==> config.mk <==
export PLATFORM = sky130hd
export DESIGN_NAME = crc16_trailer_stream
export DESIGN_NICKNAME = d
export VERILOG_FILES = /design/src/rtl/crc_trl_pkg.sv /design/src/rtl/crc_trl_rst_sync.sv /design/src/rtl/crc_trl_accum.sv /design/src/rtl/crc_trl_seq.sv /design/src/rtl/crc_trl_outmux.sv /design/src/rtl/crc16_trailer_stream.sv
export SDC_FILE = /design/constraint.sdc
export NUM_CORES = 1
export LEC_CHECK = 0
export BUFFER_PORTS_ARGS = -buffer_cell sky130_fd_sc_hd__buf_2
export CORE_MARGIN = 4
export CORE_UTILIZATION = 51
export CTS_CLUSTER_DIAMETER = 60
export DETAILED_ROUTE_END_ITERATION = 10
export PLACE_DENSITY = 0.85
export SETUP_SLACK_MARGIN = 0.02
export SYNTH_ARGS = -nofsm -noshare
export SYNTH_HDL_FRONTEND = slang
export SYNTH_SLANG_ARGS = --single-unit
export TNS_END_PERCENT = 50
==> constraint.sdc <==
create_clock -name clk -period 2.1 [get_ports clk]
set_input_delay 0.315 -clock clk [delete_from_list [all_inputs] [get_ports clk]]
set_output_delay 0.315 -clock clk [all_outputs]
set_load 0.01 [all_outputs]
==> src/rtl/crc_trl_pkg.sv <==
package crc_trl_pkg;

  parameter int CRC_W  = 16;
  parameter int BYTE_W = 8;

  typedef enum logic [1:0] {
    PH_PAYLOAD = 2'd0,
    PH_TRL_A   = 2'd1,
    PH_TRL_B   = 2'd2
  } phase_t;

  // One byte folded into the CRC, most significant data bit first.
  function automatic logic [CRC_W-1:0] crc_fold_byte(
    input logic [CRC_W-1:0]  crc_in,
    input logic [BYTE_W-1:0] data_in,
    input logic [CRC_W-1:0]  poly
  );
    logic [CRC_W-1:0] acc;
    logic             fb;
    acc = crc_in;
    for (int k = BYTE_W - 1; k >= 0; k--) begin
      fb  = acc[CRC_W-1] ^ data_in[k];
      acc = {acc[CRC_W-2:0], 1'b0};
      if (fb) acc = acc ^ poly;
    end
    return acc;
  endfunction

endpackage

==> src/rtl/crc_trl_rst_sync.sv <==
module crc_trl_rst_sync #(
  parameter int STAGES = 2
) (
  input  logic clk,
  input  logic arst_n,
  output logic srst_n
);
  logic [STAGES-1:0] chain_q;
  logic [STAGES-1:0] chain_d;

  always_comb begin
    chain_d = {chain_q[STAGES-2:0], 1'b1};
  end

  always_ff @(posedge clk or negedge arst_n) begin
    if (!arst_n) chain_q <= '0;
    else         chain_q <= chain_d;
  end

  assign srst_n = chain_q[STAGES-1];
endmodule

==> src/rtl/crc_trl_accum.sv <==
module crc_trl_accum
  import crc_trl_pkg::*;
#(
  parameter logic [CRC_W-1:0] POLY = 16'h1021,
  parameter logic [CRC_W-1:0] INIT = 16'hFFFF
) (
  input  logic              clk,
  input  logic              rst_n,
  input  logic              upd_en,
  input  logic [BYTE_W-1:0] upd_byte,
  input  logic              clr_en,
  output logic [CRC_W-1:0]  crc_q
);
  logic [CRC_W-1:0] crc_d;
  logic             crc_en;

  assign crc_en = upd_en | clr_en;

  always_comb begin
    crc_d = crc_q;
    if (clr_en)      crc_d = INIT;
    else if (upd_en) crc_d = crc_fold_byte(crc_q, upd_byte, POLY);
  end

  always_ff @(posedge clk or negedge rst_n) begin
    if (!rst_n)      crc_q <= INIT;
    else if (crc_en) crc_q <= crc_d;
  end
endmodule

==> src/rtl/crc_trl_seq.sv <==
module crc_trl_seq
  import crc_trl_pkg::*;
(
  input  logic   clk,
  input  logic   rst_n,
  input  logic   s_tvalid,
  input  logic   s_tlast,
  input  logic   m_tready,
  output logic   s_tready,
  output logic   m_tvalid,
  output logic   m_tlast,
  output logic   accept,
  output logic   trl_clear,
  output phase_t phase
);
  phase_t phase_d;
  logic   phase_en;

  always_comb begin
    phase_d   = phase;
    s_tready  = 1'b0;
    m_tvalid  = 1'b0;
    m_tlast   = 1'b0;
    accept    = 1'b0;
    trl_clear = 1'b0;
    unique case (phase)
      PH_PAYLOAD: begin
        s_tready = m_tready;
        m_tvalid = s_tvalid;
        accept   = s_tvalid & m_tready;
        if (accept && s_tlast) phase_d = PH_TRL_A;
      end
      PH_TRL_A: begin
        m_tvalid = 1'b1;
        if (m_tready) phase_d = PH_TRL_B;
      end
      PH_TRL_B: begin
        m_tvalid = 1'b1;
        m_tlast  = 1'b1;
        if (m_tready) begin
          phase_d   = PH_PAYLOAD;
          trl_clear = 1'b1;
        end
      end
      default: phase_d = PH_PAYLOAD;
    endcase
  end

  assign phase_en = (phase_d != phase);

  always_ff @(posedge clk or negedge rst_n) begin
    if (!rst_n)        phase <= PH_PAYLOAD;
    else if (phase_en) phase <= phase_d;
  end
endmodule

==> src/rtl/crc_trl_outmux.sv <==
module crc_trl_outmux
  import crc_trl_pkg::*;
#(
  parameter bit HI_FIRST = 1'b1
) (
  input  phase_t            phase,
  input  logic [BYTE_W-1:0] pay_byte,
  input  logic [CRC_W-1:0]  crc,
  output logic [BYTE_W-1:0] out_byte
);
  localparam int NB = CRC_W / BYTE_W;
  logic [BYTE_W-1:0] first_b;
  logic [BYTE_W-1:0] second_b;

  generate
    if (HI_FIRST) begin : g_hi_first
      assign first_b  = crc[CRC_W-1 -: BYTE_W];
      assign second_b = crc[BYTE_W-1:0];
    end else begin : g_lo_first
      assign first_b  = crc[BYTE_W-1:0];
      assign second_b = crc[CRC_W-1 -: BYTE_W];
    end
  endgenerate

  always_comb begin
    unique case (phase)
      PH_TRL_A: out_byte = first_b;
      PH_TRL_B: out_byte = second_b;
      default:  out_byte = pay_byte;
    endcase
  end

  initial begin
    if (NB != 2) $error("crc_trl_outmux: CRC must span two bytes");
  end
endmodule

==> src/rtl/crc16_trailer_stream.sv <==
module crc16_trailer_stream
  import crc_trl_pkg::*;
#(
  parameter logic [15:0] POLY     = 16'h1021,
  parameter logic [15:0] INIT     = 16'hFFFF,
  parameter bit          HI_FIRST = 1'b1
) (
  input  logic       clk,
  input  logic       rst_n,
  input  logic [7:0] s_tdata,
  input  logic       s_tvalid,
  output logic       s_tready,
  input  logic       s_tlast,
  output logic [7:0] m_tdata,
  output logic       m_tvalid,
  input  logic       m_tready,
  output logic       m_tlast
);
  logic             rst_sync_n;
  logic             accept;
  logic             trl_clear;
  logic [CRC_W-1:0] crc_q;
  phase_t           phase;

  crc_trl_rst_sync #(.STAGES(2)) u_rst (
    .clk    (clk),
    .arst_n (rst_n),
    .srst_n (rst_sync_n)
  );

  crc_trl_seq u_seq (
    .clk       (clk),
    .rst_n     (rst_sync_n),
    .s_tvalid  (s_tvalid),
    .s_tlast   (s_tlast),
    .m_tready  (m_tready),
    .s_tready  (s_tready),
    .m_tvalid  (m_tvalid),
    .m_tlast   (m_tlast),
    .accept    (accept),
    .trl_clear (trl_clear),
    .phase     (phase)
  );

  crc_trl_accum #(.POLY(POLY), .INIT(INIT)) u_crc (
    .clk      (clk),
    .rst_n    (rst_sync_n),
    .upd_en   (accept),
    .upd_byte (s_tdata),
    .clr_en   (trl_clear),
    .crc_q    (crc_q)
  );

  crc_trl_outmux #(.HI_FIRST(HI_FIRST)) u_mux (
    .phase    (phase),
    .pay_byte (s_tdata),
    .crc      (crc_q),
    .out_byte (m_tdata)
  );
endmodule

Yosys cells after proc, flatten, opt, wreduce, memory -nomap -nowiden

Cells that the tools add are included.

Register bits after elaboration: 20
Input port bits: 13

Equal/unequal tests: 3
Mux-type cells: 35
Bitwise logic cells: 18
Reductions and logical operators: 5

Operator list:

| operator                                                              | number |
|---|---|
| 16-bit 2-to-1 mux                                                     | 16 |
| 13-bit 2-to-1 mux                                                     | 8 |
| 3-bit inverter                                                        | 8 |
| 8-bit one-hot mux with 2 select lines                                 | 1 |
| 1-bit bitwise XOR                                                     | 8 |
| 2-bit 2-to-1 mux                                                      | 3 |
| 2-bit one-hot mux with 3 select lines                                 | 1 |
| 1-bit 2-to-1 mux                                                      | 5 |
| 2-bit by 1-bit equality test with 1-bit output, second input constant | 1 |
| 2-bit equality test, second input constant                            | 1 |
| 2-bit zero test                                                       | 1 |
| 2-bit != test                                                         | 1 |
| 1-bit one-hot mux with 2 select lines                                 | 1 |
| 2-bit AND reduction                                                   | 1 |
| 2-bit nonzero test                                                    | 1 |
| 2-bit OR reduction                                                    | 1 |
| 1-bit bitwise AND                                                     | 1 |
| 1-bit logical AND                                                     | 1 |
| 1-bit OR                                                              | 1 |

Longest topological paths before layout

Depth in word-level cells: 32
Mapped depth: 7

Cells and area by module

From an unflattened synthesis, not the netlist that was laid out.

Cells, all modules: 137
Area total of the unflattened synthesis: 1,485.2 um^2

Modules (own cells, without submodules):

| module           | instances | cells each | area an instance (um^2) | sequential area each (um^2) |
|---|---|---|---|---|
| crc_trl_accum    | 1         | 81         | 1,039.7                 | 420.4 |
| crc_trl_seq      | 1         | 22         | 198.9                   | 50.0 |
| crc_trl_outmux   | 1         | 31         | 192.7                   | 0.0 |
| crc_trl_rst_sync | 1         | 3          | 53.8                    | 50.0 |

Worst setup path after synthesis

Ideal clock, no wire load.

Path type: register -> output
Start point: register u_seq.phase[1]
End point: output port m_tdata[7]
Data arrival time: 1.497 ns
Data required time: 1.785 ns
Setup slack: 0.288 ns
Stages on the path, launching flop included: 7
Path through: dfrtp_1 -> inv_1 -> ha_1 -> clkbuf_1 -> clkbuf_1 -> nor2_1 -> a21oi_1

Cells in the longest elaborated chain, start to end: 2

RTL lines:

| item                                                                                         | RTL line                   | text |
|---|---|---|
| from (decl)                                                                                  | crc_trl_seq.sv:14          | `output phase_t phase` |
| from (signal assigned)                                                                       | crc_trl_seq.sv:53          | `else if (phase_en) phase <= phase_d;` |
| 2-bit equality test / 2-bit by 1-bit equality test with 1-bit output (equally long branches) | crc_trl_outmux.sv:26       | `unique case (phase)` |
| 8-bit one-hot mux with 2 select lines (*)                                                    | crc_trl_outmux.sv:26       |  |
| to (decl)                                                                                    | crc16_trailer_stream.sv:14 | `output logic [7:0] m_tdata,` |

Mark *: on every way between the ends. The rest lies on a longest branch, timed or not.

Final worst setup path

Start point: register u_seq.phase[0]
End point: output port m_tdata[2]

The elaborated chain is that of the path after synthesis.

==> key figures <==
Clocking
  – H-Tree Depth: 1
  – CTS buffer count: 3
  – Worst-path clk slew: 0.11 ns
  – Clock latency on the worst-skew pair: approximately 0.31 ns
  – Setup bufs post-CTS: 0
  – Clock buffer depth: 2
  – Root Driver: clkbuf_4
  – CTS tree: built
  – Clock sinks: 20

Route
  – Post-DRT Antenna Nets: 0
  – DRC viols: 0
  – Total number of vias: 985
  – WL per Instance: 16.4 um
  – Total detailed-routing wirelength: between 2 and 3 mm
  – First-pass DRT Iterations: 4
  – Vias/cell: 5.86
  – Initial DRC count: 21

Final layout
  – Share of cells above drive strength 1: 40.6%
  – Final Net Count: approximately 160
  – Filler cells: 209
  – Most common cell after layout, fill and taps aside: buf_2
  – N_diodes: 0
  – Multi-input logic area: 843 um2
  – Commonest non-fill, non-tap cells in the layout: buf_2 (23), dfstp_2 (16), a2bb2oi_1 (14)
  – Layout Utilization: 62.9%
  – Area Growth Syn to Fin: 16.0%
  – Storage cell area: 522 um2

Timing
  – Final setup violating endpoints: 0
  – Max Clock Freq: 509 MHz
  – Normalized max-slew margin: between 50% and 60%
  – Setup TNS: 0 ns
  – Final Hold Viols: 0
  – Min Clock Period, post-route: 1.96 ns
  – Tcrit/Tclk final: between 90% and 100%
  – Fin. max-slew vios: 0
  – Slew @ Worst Pin: 0.713 ns
  – Worst Skew: ~0.011 ns
  – RSZ-0062 raised after global routing: no

Global routing
  – Initial antenna violation count: 0
  – Vias in the first global route: 1018
  – First-pass GRT wire length: 4.66 mm
  – Largest net degree at the start of global routing: 19
  – GRT overflow: 0
  – Total GRT Usage: approximately 17%

Worst setup path
  – Critical path class: reg -> out
  – Setup crit start kind: flip-flop
  – Worst setup endpoint: m_tdata[2]
  – Required time worst endpoint: 1.78 ns
  – Critical Path Fanout Max: 17
  – Worst r2r src: u_seq.phase[0]$_DFFE_PN0P_
  – Element type at the critical path end: primary output
  – Worst Path Arrival: around 1.7 ns
  – Worst Setup SP: u_seq.phase[0]$_DFFE_PN0P_
  – FF-to-FF path depth: 6
  – Flop2flop setup slack: 0.50 ns
  – Worst flop-to-flop path endpoint: u_crc.crc_q[9]$_DFFE_PN1P_

Min path
  – HP Class: reg -> async

Synthesis
  – Synth area leader: dfstp_2
  – Top-area cell type share of the netlist area: 30.7%
  – Synth Register Bits: 20
  – Seq/Total Area, Yosys: between 30% and 40%
  – Synth warnings: 0
  – Synth Instances: 116
  – Ranking of synthesized cells by area: dfstp_2 (31%), xnor3_1 (13%), a2bb2oi_1 (9.0%)
  – Synthesized area: 1370 um2
  – Syn_area_per_cell: 11.8 um2
  – Synth cell types: 26
  – Syn Nets: 133

Flow run
  – MaxCap Viol Count: 0

Place
  – Routability cong.: roughly 0.76
  – Count of input and output buffers: 23
  – Post-detail-place hpwl: slightly above 2 mm

Die
  – Die ar.: 3570 um2
  – Die W: 59.8 um
  – FP Rows: 18
  – Core area: 2520 um2
  – Initial core utilization: 54.2%
  – DIE HEIGHT: ~60 um
  – Boundary pin count: 24

Power and ir drop
  – VDD IR-drop max: 1130 uV
  – Leak pwr: 0.707 nW
  – PD cells: 1860 nW/um2

Run status
  – Status: finished, final reports clean
## area by class of cell
cell class	instances	share of cell area, %
Clock buffer	4	2.29
Sequential cell	20	32.9
Tap cell	30	2.37
Timing Repair Buffer	26	8.83
Multi-Input combinational cell	86	53.2
Inverter	2	0.473
## cell usage after synthesis, drive strengths merged
library cell	count
nor2	9
and2	1
a22oi	8
nand3	2
o22ai	1
nand4	1
xnor3	8
nor2b	2
a2bb2oi	16
a21oi	12
dfstp	16
dfrtp	4
buf	3
xnor2	13
xor3	1
xor2	4
o21ba	1
inv	2
conb	1
and4b	1
ha	4
clkbuf	5
o21ai	1
## cells by family after synthesis
logic type               count (synthesis)  synth area share [%]
AND/OR/NAND/NOR                         16                  5.76
adder cells (fa/ha/maj)                  4                  3.66
other                                    1                 0.274
AO/OA/AOI/OAI                           39                  21.5
buffers and inverters                   10                  3.02
XOR/XNOR                                26                  27.7
flip-flops                              20                  38.1
## sequential cells by signal, summed over array words and instances, names as in the netlist
register,cells
u_seq.phase,2
u_crc.crc_q,16
u_rst.chain_q,2
## critical path, stage by stage (launching register included)
cell     delay (ns)
dfrtp_1        0.46
inv_1          0.14
ha_4           0.40
nor2_1         0.08
a21oi_1        0.11
buf_2          0.15
## how the worst min path moves through the flow
| stage | from | to | cells past startpoint | slack (ns) |
|---|---|---|---|---|
| 3_3_place_gp | rst_n | u_rst.chain_q[0]$_DFF_PN0_ | 1 | 0.1 |
| 4_1_cts | s_tlast | u_seq.phase[0]$_DFFE_PN0P_ | 3 | 0.29 |
| 6_report | u_rst.chain_q[1]$_DFF_PN0_ | u_seq.phase[0]$_DFFE_PN0P_ | 0 | 0.30 |
| 3_5_place_dp | rst_n | u_rst.chain_q[1]$_DFF_PN0_ | 1 | 0.10 |
| 5_1_grt | s_tlast | u_seq.phase[0]$_DFFE_PN0P_ | 3 | 0.30 |
| 2_1_floorplan | rst_n | u_rst.chain_q[0]$_DFF_PN0_ | 0 | 0.02 |
## power breakdown
group / leakage [nW] / internal (W) / switching, W / total, W
clock: 0.0210 / 0.000106 / 0.000121 / 0.000227
combinational: 0.469 / 0.00106 / 0.000832 / 0.00189
sequential: 0.217 / 0.000650 / 0.000190 / 0.000840
## layer usage
layer	global-route usage [%]	part of all wire, %	up-vias
li1	-	-	464
met1	22.5	43	483
met2	27.9	51	34
met3	4.32	5.2	4
met4	6.33	0.54	0
met5	0	0	-
## stage by stage
stage                     cell area (um2)  hold WS, ns  worst slack (ns)  total power, W  instances
after detailed placement             1500        0.102             0.250         0.00264        163
final                                1590        0.300             0.136         0.00296        168
after global placement               1500       0.0992             0.343         0.00256        163
after floorplan                      1370       0.0194             0.288         0.00220        116
after global routing                 1590        0.295            0.0349         0.00315        168
after CTS                            1550        0.292            0.0213         0.00288        168
## timing repair
action,4_1_cts,5_1_grt
setup endpoints to repair,9,9
cloned,0,0
hold endpoints to repair,2,0
hold buffers,1,0
resized for setup,2,5
pin swaps,0,0
(Power assumes the default switching activity.)
